File: config.mk
export PLATFORM = sky130hd
export DESIGN_NAME = perf_fixed_ctr_unit
export DESIGN_NICKNAME = d
export VERILOG_FILES = /design/src/rtl/pfc_pkg.sv /design/src/rtl/pfc_fixed_ctr.sv /design/src/rtl/pfc_global_regs.sv /design/src/rtl/perf_fixed_ctr_unit.sv
export SDC_FILE = /design/constraint.sdc
export NUM_CORES = 1
export LEC_CHECK = 0
export BUFFER_PORTS_ARGS = -buffer_cell sky130_fd_sc_hd__buf_2
export CAP_MARGIN = 20
export CORE_ASPECT_RATIO = 1.25
export CORE_MARGIN = 4
export CORE_UTILIZATION = 30
export DETAILED_ROUTE_END_ITERATION = 10
export PLACE_DENSITY = 0.59
export SYNTH_ARGS = -nofsm -noshare
export SYNTH_HDL_FRONTEND = slang
export SYNTH_HIERARCHICAL = 1
export SYNTH_SLANG_ARGS = --single-unit
File: constraint.sdc
create_clock -name clk_i -period 2.55 [get_ports clk_i]
set_clock_uncertainty 0.05 [all_clocks]
set_input_delay 0.255 -clock clk_i [delete_from_list [all_inputs] [get_ports clk_i]]
set_output_delay 0.255 -clock clk_i [all_outputs]
set_load 0.03 [all_outputs]
File: src/rtl/pfc_pkg.sv
package pfc_pkg;
  localparam int NUM_FIXED = 3;
  localparam int FIELD_W   = 4;
  localparam int FIX_LSB   = 32;
  localparam int DATA_W    = 64;
  localparam int ADDR_W    = 12;

  localparam logic [ADDR_W-1:0] ADDR_FIX0   = 12'h309;
  localparam logic [ADDR_W-1:0] ADDR_FIXCTL = 12'h38D;
  localparam logic [ADDR_W-1:0] ADDR_STAT   = 12'h38E;
  localparam logic [ADDR_W-1:0] ADDR_GEN    = 12'h38F;
  localparam logic [ADDR_W-1:0] ADDR_ACK    = 12'h390;

  // bit positions inside one control field
  localparam int F_KERN = 0;
  localparam int F_USER = 1;
  localparam int F_ANY  = 2;
  localparam int F_PMI  = 3;
endpackage

File: src/rtl/pfc_fixed_ctr.sv
module pfc_fixed_ctr
  import pfc_pkg::*;
#(
  parameter int CNT_W = 48
) (
  input  logic               clk_i,
  input  logic               rst_ni,
  input  logic [FIELD_W-1:0] ctl_i,
  input  logic               priv_kernel_i,
  input  logic               own_ev_i,
  input  logic               sib_ev_i,
  input  logic               glb_en_i,
  input  logic               wr_i,
  input  logic [CNT_W-1:0]   wdata_i,
  output logic [CNT_W-1:0]   cnt_o,
  output logic               ovf_o
);
  logic [CNT_W-1:0] cnt_q;
  logic             hit, step;

  always_comb begin
    hit   = (own_ev_i && (priv_kernel_i ? ctl_i[F_KERN] : ctl_i[F_USER]))
          || (sib_ev_i && ctl_i[F_ANY]);
    step  = glb_en_i && hit && !wr_i;
    ovf_o = step && (&cnt_q);
  end

  always_ff @(posedge clk_i or negedge rst_ni) begin
    if (!rst_ni)   cnt_q <= '0;
    else if (wr_i) cnt_q <= wdata_i;
    else if (step) cnt_q <= cnt_q + 1'b1;
  end

  assign cnt_o = cnt_q;

  p_wrap_r3: assert property (@(posedge clk_i) disable iff (!rst_ni)
    ovf_o |=> cnt_q == '0);
  p_hold_r2: assert property (@(posedge clk_i) disable iff (!rst_ni)
    (!wr_i && !glb_en_i) |=> $stable(cnt_q));
  p_load_r4: assert property (@(posedge clk_i) disable iff (!rst_ni)
    wr_i |=> cnt_q == $past(wdata_i));
endmodule

File: src/rtl/pfc_global_regs.sv
module pfc_global_regs
  import pfc_pkg::*;
#(
  parameter int NUM_GP = 4
) (
  input  logic                 clk_i,
  input  logic                 rst_ni,
  input  logic                 en_wr_i,
  input  logic                 ack_wr_i,
  input  logic [DATA_W-1:0]    wdata_i,
  input  logic [NUM_GP-1:0]    gp_ovf_i,
  input  logic [NUM_GP-1:0]    gp_ie_i,
  input  logic [NUM_FIXED-1:0] fix_ovf_i,
  input  logic [NUM_FIXED-1:0] fix_ie_i,
  output logic [DATA_W-1:0]    en_o,
  output logic [DATA_W-1:0]    stat_o,
  output logic                 irq_o
);
  localparam logic [DATA_W-1:0] GP_MASK  = (DATA_W'(1) << NUM_GP) - 1'b1;
  localparam logic [DATA_W-1:0] FIX_MASK = ((DATA_W'(1) << NUM_FIXED) - 1'b1) << FIX_LSB;
  localparam logic [DATA_W-1:0] MASK     = GP_MASK | FIX_MASK;

  logic [DATA_W-1:0] en_q, stat_q, set_vec, ie_vec, ack_mask;

  always_comb begin
    set_vec = '0;
    ie_vec  = '0;
    set_vec[NUM_GP-1:0]            = gp_ovf_i;
    set_vec[FIX_LSB +: NUM_FIXED]  = fix_ovf_i;
    ie_vec[NUM_GP-1:0]             = gp_ie_i;
    ie_vec[FIX_LSB +: NUM_FIXED]   = fix_ie_i;
    ack_mask = ack_wr_i ? (wdata_i & MASK) : '0;
  end

  always_ff @(posedge clk_i or negedge rst_ni) begin
    if (!rst_ni) begin
      en_q   <= '0;
      stat_q <= '0;
    end else begin
      if (en_wr_i) en_q <= wdata_i & MASK;
      stat_q <= (stat_q & ~ack_mask) | set_vec;  // set beats clear
    end
  end

  assign en_o   = en_q;
  assign stat_o = stat_q;
  assign irq_o  = |(stat_q & ie_vec);

  p_sticky_r7: assert property (@(posedge clk_i) disable iff (!rst_ni)
    ((stat_q & $past(stat_q & ~ack_mask)) == $past(stat_q & ~ack_mask)));
  p_set_wins_r8: assert property (@(posedge clk_i) disable iff (!rst_ni)
    (|set_vec) |=> ((stat_q & $past(set_vec)) == $past(set_vec)));
  p_irq_cause_r9: assert property (@(posedge clk_i) disable iff (!rst_ni)
    $rose(irq_o) |-> ((|$past(set_vec)) || !$stable(ie_vec)));
endmodule

File: src/rtl/perf_fixed_ctr_unit.sv
module perf_fixed_ctr_unit
  import pfc_pkg::*;
#(
  parameter int CNT_W  = 48,
  parameter int NUM_GP = 4
) (
  input  logic                 clk_i,
  input  logic                 rst_ni,
  input  logic [NUM_FIXED-1:0] ev_own_i,
  input  logic [NUM_FIXED-1:0] ev_sib_i,
  input  logic                 priv_kernel_i,
  input  logic [NUM_GP-1:0]    gp_ovf_i,
  input  logic [NUM_GP-1:0]    gp_ie_i,
  output logic [NUM_GP-1:0]    gp_en_o,
  input  logic                 reg_we_i,
  input  logic [ADDR_W-1:0]    reg_addr_i,
  input  logic [DATA_W-1:0]    reg_wdata_i,
  output logic [DATA_W-1:0]    reg_rdata_o,
  output logic                 irq_o
);
  localparam int CTL_W = NUM_FIXED * FIELD_W;

  logic [CTL_W-1:0]     ctl_q;
  logic [DATA_W-1:0]    glb_en, glb_st;
  logic [CNT_W-1:0]     fix_cnt [NUM_FIXED];
  logic [NUM_FIXED-1:0] fix_wr, fix_ovf, fix_ie;
  logic                 ctl_wr, en_wr, ack_wr, addr_hit;

  always_comb begin
    for (int i = 0; i < NUM_FIXED; i++)
      fix_wr[i] = reg_we_i && (reg_addr_i == ADDR_W'(ADDR_FIX0 + i));
    ctl_wr = reg_we_i && (reg_addr_i == ADDR_FIXCTL);
    en_wr  = reg_we_i && (reg_addr_i == ADDR_GEN);
    ack_wr = reg_we_i && (reg_addr_i == ADDR_ACK);
  end

  always_ff @(posedge clk_i or negedge rst_ni) begin
    if (!rst_ni)     ctl_q <= '0;
    else if (ctl_wr) ctl_q <= reg_wdata_i[CTL_W-1:0];
  end

  for (genvar g = 0; g < NUM_FIXED; g++) begin : g_fix
    assign fix_ie[g] = ctl_q[g*FIELD_W + F_PMI];
    pfc_fixed_ctr #(.CNT_W(CNT_W)) i_ctr (
      .clk_i        (clk_i),
      .rst_ni       (rst_ni),
      .ctl_i        (ctl_q[g*FIELD_W +: FIELD_W]),
      .priv_kernel_i(priv_kernel_i),
      .own_ev_i     (ev_own_i[g]),
      .sib_ev_i     (ev_sib_i[g]),
      .glb_en_i     (glb_en[FIX_LSB + g]),
      .wr_i         (fix_wr[g]),
      .wdata_i      (reg_wdata_i[CNT_W-1:0]),
      .cnt_o        (fix_cnt[g]),
      .ovf_o        (fix_ovf[g])
    );
  end

  pfc_global_regs #(.NUM_GP(NUM_GP)) i_glb (
    .clk_i    (clk_i),
    .rst_ni   (rst_ni),
    .en_wr_i  (en_wr),
    .ack_wr_i (ack_wr),
    .wdata_i  (reg_wdata_i),
    .gp_ovf_i (gp_ovf_i),
    .gp_ie_i  (gp_ie_i),
    .fix_ovf_i(fix_ovf),
    .fix_ie_i (fix_ie),
    .en_o     (glb_en),
    .stat_o   (glb_st),
    .irq_o    (irq_o)
  );

  assign gp_en_o = glb_en[NUM_GP-1:0];

  always_comb begin
    reg_rdata_o = '0;
    addr_hit    = 1'b0;
    for (int i = 0; i < NUM_FIXED; i++)
      if (reg_addr_i == ADDR_W'(ADDR_FIX0 + i)) begin
        reg_rdata_o = DATA_W'(fix_cnt[i]);
        addr_hit    = 1'b1;
      end
    case (reg_addr_i)
      ADDR_FIXCTL: begin reg_rdata_o = DATA_W'(ctl_q); addr_hit = 1'b1; end
      ADDR_STAT:   begin reg_rdata_o = glb_st;         addr_hit = 1'b1; end
      ADDR_GEN:    begin reg_rdata_o = glb_en;         addr_hit = 1'b1; end
      ADDR_ACK:    addr_hit = 1'b1;
      default: ;
    endcase
  end

  p_unmapped_r10: assert property (@(posedge clk_i) disable iff (!rst_ni)
    (reg_we_i && !addr_hit) |=> ($stable(ctl_q) && $stable(glb_en)));
  p_ctl_write_r5: assert property (@(posedge clk_i) disable iff (!rst_ni)
    ctl_wr |=> ctl_q == $past(reg_wdata_i[CTL_W-1:0]));
endmodule

; Yosys cells after proc, flatten, opt, wreduce, memory -nomap -nowiden
; Index checks and enable logic that the tools add are counted.
[totals]
input_bits = 94
reg_bits = 227
out_inout_bits = 69
elab_cells = 68
[classes]
muxes = 14
bitwise_logic = 4
n_reduce_logical = 34
n_addsub = 3
n_eq_ne = 7
[ops]
columns = operator, n
row1 = $mux W48, 8
row2 = $pmux W64 S3, 1
row3 = $add A48 B1 Y48 const B, 3
row4 = $reduce_and A48 Y1, 3
row5 = $eq A12 B10 Y1 const B, 7
row6 = $and A64 B35 Y64, 1
row7 = $and A64 B64 Y64, 1
row8 = $mux W64, 1
row9 = $not A64 Y64, 1
row10 = $or A64 B35 Y64, 1
row11 = $reduce_or A64 Y1, 1
row12 = $mux W35, 1
row13 = $logic_and A1 B1 Y1, 21
row14 = $reduce_bool A2 Y1, 3
row15 = $logic_not A1 Y1, 3
row16 = $logic_or A1 B1 Y1, 3
row17 = $mux W1, 3

; Logic depth before layout (Yosys ltp)
; Gate-level depths: netlist (run 1).
[depth]
word_depth = 7
depth_mapped = 10
ltp_nobuf = 8

; Cells and area by module
; The synthesis (run 1) kept the hierarchy.
[modules_own_cells]
columns = module, instances, cells_each, area_per_inst_um2, seq_area_each_um2
row1 = pfc_fixed_ctr, 3, 340, 2924.1, 1201.2
row2 = perf_fixed_ctr_unit, 1, 390, 2864.0, 300.3
row3 = pfc_global_regs, 1, 155, 1435.1, 350.3

; Worst setup path before layout (run 1)
; No wires, ideal clock.
[synth_timing]
kind = reg2reg
startpoint = register g_fix[2].i_ctr.cnt_q[8]
endpoint = register g_fix[2].i_ctr.cnt_q[36]
n_path_buf = 1
setup_ns = 0.082
required_ns = 2.418
arrival_ns = 2.281
path_slack_ns = 0.138
period_less_slack_ns = 2.412
stages_incl_launch_ff = 7
path_cell_list = dfrtp_1 nand4_4 or4_1 buf_2 or4_4 or4_1 a31oi_1
[synth_between]
elab_chain_cells = 3
[synth_rtl]
columns = element, line_no
row1 = from (decl), pfc_fixed_ctr.sv:18  ; logic [CNT_W-1:0] cnt_q;
row2 = from (signal assigned), pfc_fixed_ctr.sv:30  ; else if (wr_i) cnt_q <= wdata_i;
row3 = from (signal assigned), pfc_fixed_ctr.sv:31  ; else if (step) cnt_q <= cnt_q + 1'b1;
row4 = $add A48 B1 Y48, pfc_fixed_ctr.sv:31
row5 = $mux W48, pfc_fixed_ctr.sv:31
row6 = $mux W48, pfc_fixed_ctr.sv:30
; Every way passes these cells. The select of a mux whose other input is x is not followed.
; A chain may end at the register's enable or synchronous reset.

; Worst setup path in the final report (run 1)
[layout_timing]
startpoint = register g_fix[2].i_ctr.cnt_q[4]
endpoint = register i_glb.stat_q[34] (netlist: i_glb/stat_o[34])
[layout_between]
elab_chain_cells = 3
[layout_rtl]
columns = element, line_no
row1 = $reduce_and A48 Y1, pfc_fixed_ctr.sv:25  ; ovf_o = step && (&cnt_q);
row2 = $logic_and A1 B1 Y1, pfc_fixed_ctr.sv:25
row3 = named net fix_ovf[2], perf_fixed_ctr_unit.sv:26  ; logic [NUM_FIXED-1:0] fix_wr, fix_ovf, fix_ie;
row4 = $or A64 B35 Y64, pfc_global_regs.sv:41  ; stat_q <= (stat_q & ~ack_mask) | set_vec;
row5 = to (signal assigned), pfc_global_regs.sv:41
row6 = to (decl), pfc_global_regs.sv:23  ; logic [DATA_W-1:0] en_q, stat_q, set_vec, ie_vec, ack_mask;
; The timed path passes the listed nets, and every way through them passes these cells.

==> impl_metrics.toml, run 1 <==
[drt]
drc = 0
drtAntennaViolNets = 0
dr.first_iter.drc_count = 1217
dr.pass1.iters = 7
wl_per_cell_um = 20.43
num_vias = 12660
drt_wl_total_mm = 47.94
viasPerCell = 5.397

[min_path]
hold_path_depth = 3
hp-class = "input pin to flip-flop"

[sta]
worst_pin_slew_ns = 0.6359
fmax_mhz = 398.7
rsz0062_at_grt = "no"
fin_crit_sh_pct = 98.37
relSlewSlack_pct = 57.56
period_minus_slack_ns = 2.508
hold_violations = 0
setup_viol = 0
finalMaxSlewViolations = 0
setup_tns_ns = 0
whs_ns = 0.01821

[finish]
fill_cells = 4488
syn_to_final_growth_pct = 19.29
final_cell_mix = "nand2_1, dfrtp_1, o21ai_0, buf_4, buf_2"
fin_util_pct = 36.20
drive_gt1_share_pct = 21.17
num_antenna_cells = 0
layout.nets = 1866
layout_commonest_cell = "nand2_1"

[die]
initial_core_util_pct = 30.35
chipWidth_um = 194.7
row_count = 85
coreArea_mm2 = 0.04307
die_y_um = 241.4
num_io_pins = 163
design.die.area_mm2 = 0.04700

[critical_path]
worst-endpoint-required_ns = 2.87
crit_start = "g_fix[2].i_ctr/cnt_o[4]"
r2r_slack_ns = 0.04
setup.worst_path.end = "i_glb/stat_o[34]"
cp_max_fo = 4
critPathArrivalTime_ns = 2.83
r2r-start = "g_fix[2].i_ctr/cnt_o[4]"
endpoint_kind = "flip-flop"
r2r-end = "i_glb/stat_o[34]"
path_class = "flip-flop to flip-flop"
worstSetupStartpointType = "flip-flop"
reg2reg_depth = 6

[logic_synthesis]
ys_warn_count = 6
yosysTopAreaCell = "dfrtp_1"
ys_async_sr_fraction_pct = 100.0
yosysSeqAreaShare_pct = 32.55
post-synth-top-area-fraction_pct = 32.55
synth-edff-count = 0
synthFlopType = "dfrtp_1"
postSynthAreaPerCell_um2 = 8.352
netlist_instances = 1565
synth_cell_type_count = 64
syn-cell-area_mm2 = 0.01307
ys_ff_latch = 170
netlist_top_cells_area = "dfrtp_1, buf_4, o21ai_0"

[grt]
gr-usage-all-layers_pct = 19.87
gr-total-overflow = 0
antenna_found_initial = 1
grt_pass1_wl_mm = 73.01
grt_pass1_vias = 12330
grt_max_degree = 59

[clock_network]
cts.sinks = 170
cts_max_level = 4
insertion_delay_ns = 0.44
clk_path_buf_depth = 2
root_buffer = "clkbuf_16"
cts_tree = "done"
path_clk_slew_ns = 0.06
cts_made_buffers = 17
postCtsSetupRepairBufs = 0

[power]
leakagePower_nw = 6.692
ir_drop_mv = 0.4206
p_per_area_mw_per_mm2 = 383.8

[placed_design]
port_buffers = 130
gp_congestion = 0.9006
dp_hpwl_mm = 36.41

[run_status]
run_status = "finished clean"

[job]
max-cap-violations = 0
## routing by layer
layer	up-vias	global-route usage (%)	share of wire [%]
li1	5973	-	-
met1	6118	24.73	41
met2	465	34.53	48
met3	104	3.686	6.5
met4	2	7.332	3.6
met5	-	0	0.027
## through the flow
stage / area [um2] / cells / setup WS (ns) / total power [mW]
2_1_floorplan: 13500 / 1678 / 0.1375 / 3.062
3_3_place_gp: 14870 / 2309 / 0.05321 / 3.184
3_5_place_dp: 14870 / 2309 / 0.09708 / 3.189
4_1_cts: 15560 / 2346 / 0.06214 / 6.033
5_1_grt: 15590 / 2346 / 0.002281 / 6.186
6_report: 15590 / 2346 / 0.04158 / 5.984
## flip-flops by register name, indices dropped and copies added (netlist names)
signal,count
i_glb/stat_o,7
g_fix.i_ctr/cnt_o,144
i_glb/en_o,7
ctl_q,12
## logic make-up (layout without fill, tap and decap cells)
kind of cell | count (synthesis) | count (layout) | share of synthesized area, %
AO/OA/AOI/OAI | 393 | 393 | 20.23
flip-flops | 170 | 170 | 32.55
adder cells (fa/ha/maj) | 3 | 3 | 0.2872
buffers and inverters | 234 | 337 | 10.92
XOR/XNOR | 90 | 90 | 6.030
multiplexers | 49 | 49 | 4.489
other | 1 | 114 | 0.02869
AND/OR/NAND/NOR | 625 | 625 | 25.47
## final cells by class
class                           instances  area [um2]  area share (%)
Multi-Input combinational cell       1274        7879           50.53
Inverter                               12       45.04          0.2889
Sequential cell                       170        4254           27.28
Timing Repair Buffer                  294        2081           13.34
Clock buffer                           20       456.7           2.929
Tap cell                              565       706.9           4.534
Clock inverter                         11       170.2           1.091
## power breakdown
group | internal, mW | switching (mW) | leakage, nW | total (mW)
registers | 2.71 | 0.0130 | 2.20 | 2.72
logic | 0.145 | 0.283 | 4.20 | 0.429
clock network | 1.69 | 1.15 | 0.298 | 2.84
total | 4.54 | 1.44 | 6.69 | 5.98
## cell usage after synthesis, drive strengths merged (9+ instances only)
| cell | count |
|---|---|
| a21o | 47 |
| a22o | 23 |
| a22oi | 60 |
| a31oi | 25 |
| and3 | 29 |
| buf | 156 |
| clkbuf | 63 |
| dfrtp | 170 |
| inv | 12 |
| mux2 | 26 |
| mux2i | 23 |
| nand2 | 187 |
| nand3 | 69 |
| nand4 | 74 |
| nand4b | 9 |
| nor2 | 86 |
| nor2b | 31 |
| nor3 | 18 |
| nor3b | 9 |
| nor4 | 39 |
| o21ai | 153 |
| o32ai | 40 |
| or3 | 12 |
| or4 | 24 |
| xnor2 | 36 |
| xor2 | 54 |
## repair_timing
action                                  in CTS  in global routing
hold buffers                                 6                  0
endpoints found under the hold margin       57                  0
resized for setup                            0                  5
endpoints found under the setup margin       0                  5
## worst min path at each step
stage | startpoint | end | slack [ns]
after global routing | reg_wdata_i[27] | g_fix[1].i_ctr/cnt_o[27] | 0.01
after global placement | rst_ni | i_glb/en_o[2] | 0.22
after CTS | reg_wdata_i[27] | g_fix[0].i_ctr/cnt_o[27] | 0.004
after detailed placement | rst_ni | i_glb/en_o[2] | 0.23
final | reg_wdata_i[13] | g_fix[2].i_ctr/cnt_o[13] | 0.02
after floorplan | rst_ni | ctl_q[0] | -0.09
## worst max-delay path, stage by stage, from the launching register on
cell and delay [ns]:
dfrtp_1 0.41, nand3_1 0.17, or2_2 0.36, or3_1 0.36, or4_2 0.71, nor3b_1 0.27, a21o_1 0.11
Power figures use the tool's default switching activity.
==> inputs of run 2 (changes only) <==
- CTS_BUF_LIST: not set -> sky130_fd_sc_hd__clkbuf_16
- GPL_TIMING_DRIVEN: not set -> 0
==> impl_metrics.toml, run 2 (synthesis gave the netlist of run 1 again) <==
[run_status]
violations = "setup timing"
run_status = "complete, but fails checks"

[critical_path]
critPathTopFamily = "simple AND/OR/NAND/NOR gates"
crit_chain = "nand4_1 -> or4_1 -> buf_6 -> or4_4 -> or4_1 -> a31oi_1"
r2r_slack_ns = -0.04
r2r-start = "g_fix[1].i_ctr/cnt_o[18]"
cp_max_fo = 9
worst-endpoint-required_ns = 2.88
endpoint_kind = "flip-flop"
worstSetupStartpointType = "flip-flop"
critPathArrivalTime_ns = 2.92
crit_slowest_cell = "or4_1"
cpMostUsedCell = "or4_1"
cp_num_buf_inv = 1
crit_start = "g_fix[1].i_ctr/cnt_o[18]"
critPathMaxStageDelay_ns = 0.52
path_class = "flip-flop to flip-flop"

[clock_network]
clk_path_buf_depth = 2
cts_made_buffers = 17
path_clk_slew_ns = 0.07
cts_max_level = 4
cts.sinks = 170
insertion_delay_ns = 0.46
root_buffer = "clkbuf_16"
cts_tree = "done"

[grt]
gr-total-overflow = 0
grt_pass1_wl_mm = 85.90
grt_pass1_vias = 13370
gr-usage-all-layers_pct = 24.42
antenna_found_initial = 0
grt_max_degree = 94

[finish]
syn_to_final_growth_pct = 26.42
layout.nets = 1996
drive_gt1_share_pct = 28.52
fin_util_pct = 38.36
largest_register_ffs = 144
final_cell_mix = "buf_4, nand2_1, buf_2, o21ai_0, dfrtp_1"
num_antenna_cells = 0

[sta]
fin_crit_sh_pct = 101.7
setup_tns_ns = -0.06506
relSlewSlack_pct = 43.79
finalMaxSlewViolations = 0
fmax_mhz = 385.5
rsz0062_at_grt = "yes"
whs_ns = 0.02580
period_minus_slack_ns = 2.594
postLayoutSetupSlackWorst_ns = -0.04410
worst_pin_slew_ns = 0.8431
hold_violations = 0
setup_viol = 2

[drt]
viasPerCell = 5.540
dr.first_iter.drc_count = 1171
drc = 0
num_vias = 13720
drtAntennaViolNets = 0
dr.pass1.iters = 5
wl_per_cell_um = 24.24
drt_wl_total_mm = 60.01

[die]
coreArea_mm2 = 0.04307
num_io_pins = 163
die_y_um = 241.4
initial_core_util_pct = 30.35
row_count = 85
design.die.area_mm2 = 0.04700
chipWidth_um = 194.7

[placed_design]
dp_hpwl_mm = 44.21
port_buffers = 130
gp_congestion = 0.9679

[power]
ir_drop_mv = 0.4459
leakagePower_nw = 7.127
p_per_area_mw_per_mm2 = 355.5

[min_path]
hp-class = "input pin to flip-flop"
hp-start = "reg_wdata_i[18]"

[job]
max-cap-violations = 0
==> run 2: path summary, 6_finish.rpt <==
| kind | endpoint | depth (start not counted) |
|---|---|---|
| worst max-delay path | g_fix[1].i_ctr/cnt_o[36] | 6 |
| worst min-delay path | g_fix[0].i_ctr/cnt_o[18] | 3 |
| worst max register to register | g_fix[1].i_ctr/cnt_o[36] | 6 |
| worst min register to register | i_glb/stat_o[0] | 1 |
| max in group asynchronous | g_fix[2].i_ctr/cnt_o[19] | 3 |
| min in group asynchronous | i_glb/en_o[1] | 2 |
==> run 2: area by class of cell <==
cell class                 instances  area (um2)
clock buffer                      17       425.4
fill                            4462       26550
timing repair buffer             205        1280
sequential                       170        4297
inverter                          12       52.55
multi-input combinational       1274        8170
buffer                           219        1483
tap                              565       706.9
clock inverter                    14       110.1
==> run 2: worst register-to-register path: stages, from the launching register on <==
cell     delay, ns
dfrtp_1       0.43
nand4_1       0.25
or4_1         0.52
buf_6         0.18
or4_4         0.51
or4_1         0.40
a31oi_1       0.17
==> run 2: routing by layer <==
layer | track usage, % | up-vias | share of wire, %
met5 | 0 | - | 0
met4 | 10.23 | 0 | 4.4
met3 | 5.801 | 129 | 8.2
met2 | 42.00 | 676 | 48
met1 | 29.49 | 6676 | 39
li1 | - | 6237 | -
==> run 2: metrics by stage <==
step / worst slack (ns) / cell area (um2) / cells / power (mW)
after floorplan: 0.1375 / 13500 / 1678 / 3.062
after global placement: -1.867 / 14850 / 2373 / 3.335
after detailed placement: -1.292 / 14920 / 2378 / 3.342
after CTS: 0.0006395 / 16140 / 2454 / 5.888
after global routing: -0.05908 / 16520 / 2476 / 6.060
final: -0.04410 / 16520 / 2476 / 5.874
==> run 2: power breakdown <==
part | leakage, nW | switching, mW | internal [mW]
combinational | 4.73 | 0.355 | 0.258
clock | 0.259 | 1.22 | 1.32
sequential | 2.14 | 0.0164 | 2.71
total | 7.13 | 1.59 | 4.29
==> run 2: timing repair <==
action,in CTS,in global routing
gates cloned,0,0
pin swaps,8,9
endpoints found under the hold margin,109,0
buffers inserted,32,25
hold buffers,13,0
endpoints found under the setup margin,171,145
gates resized for setup,98,84
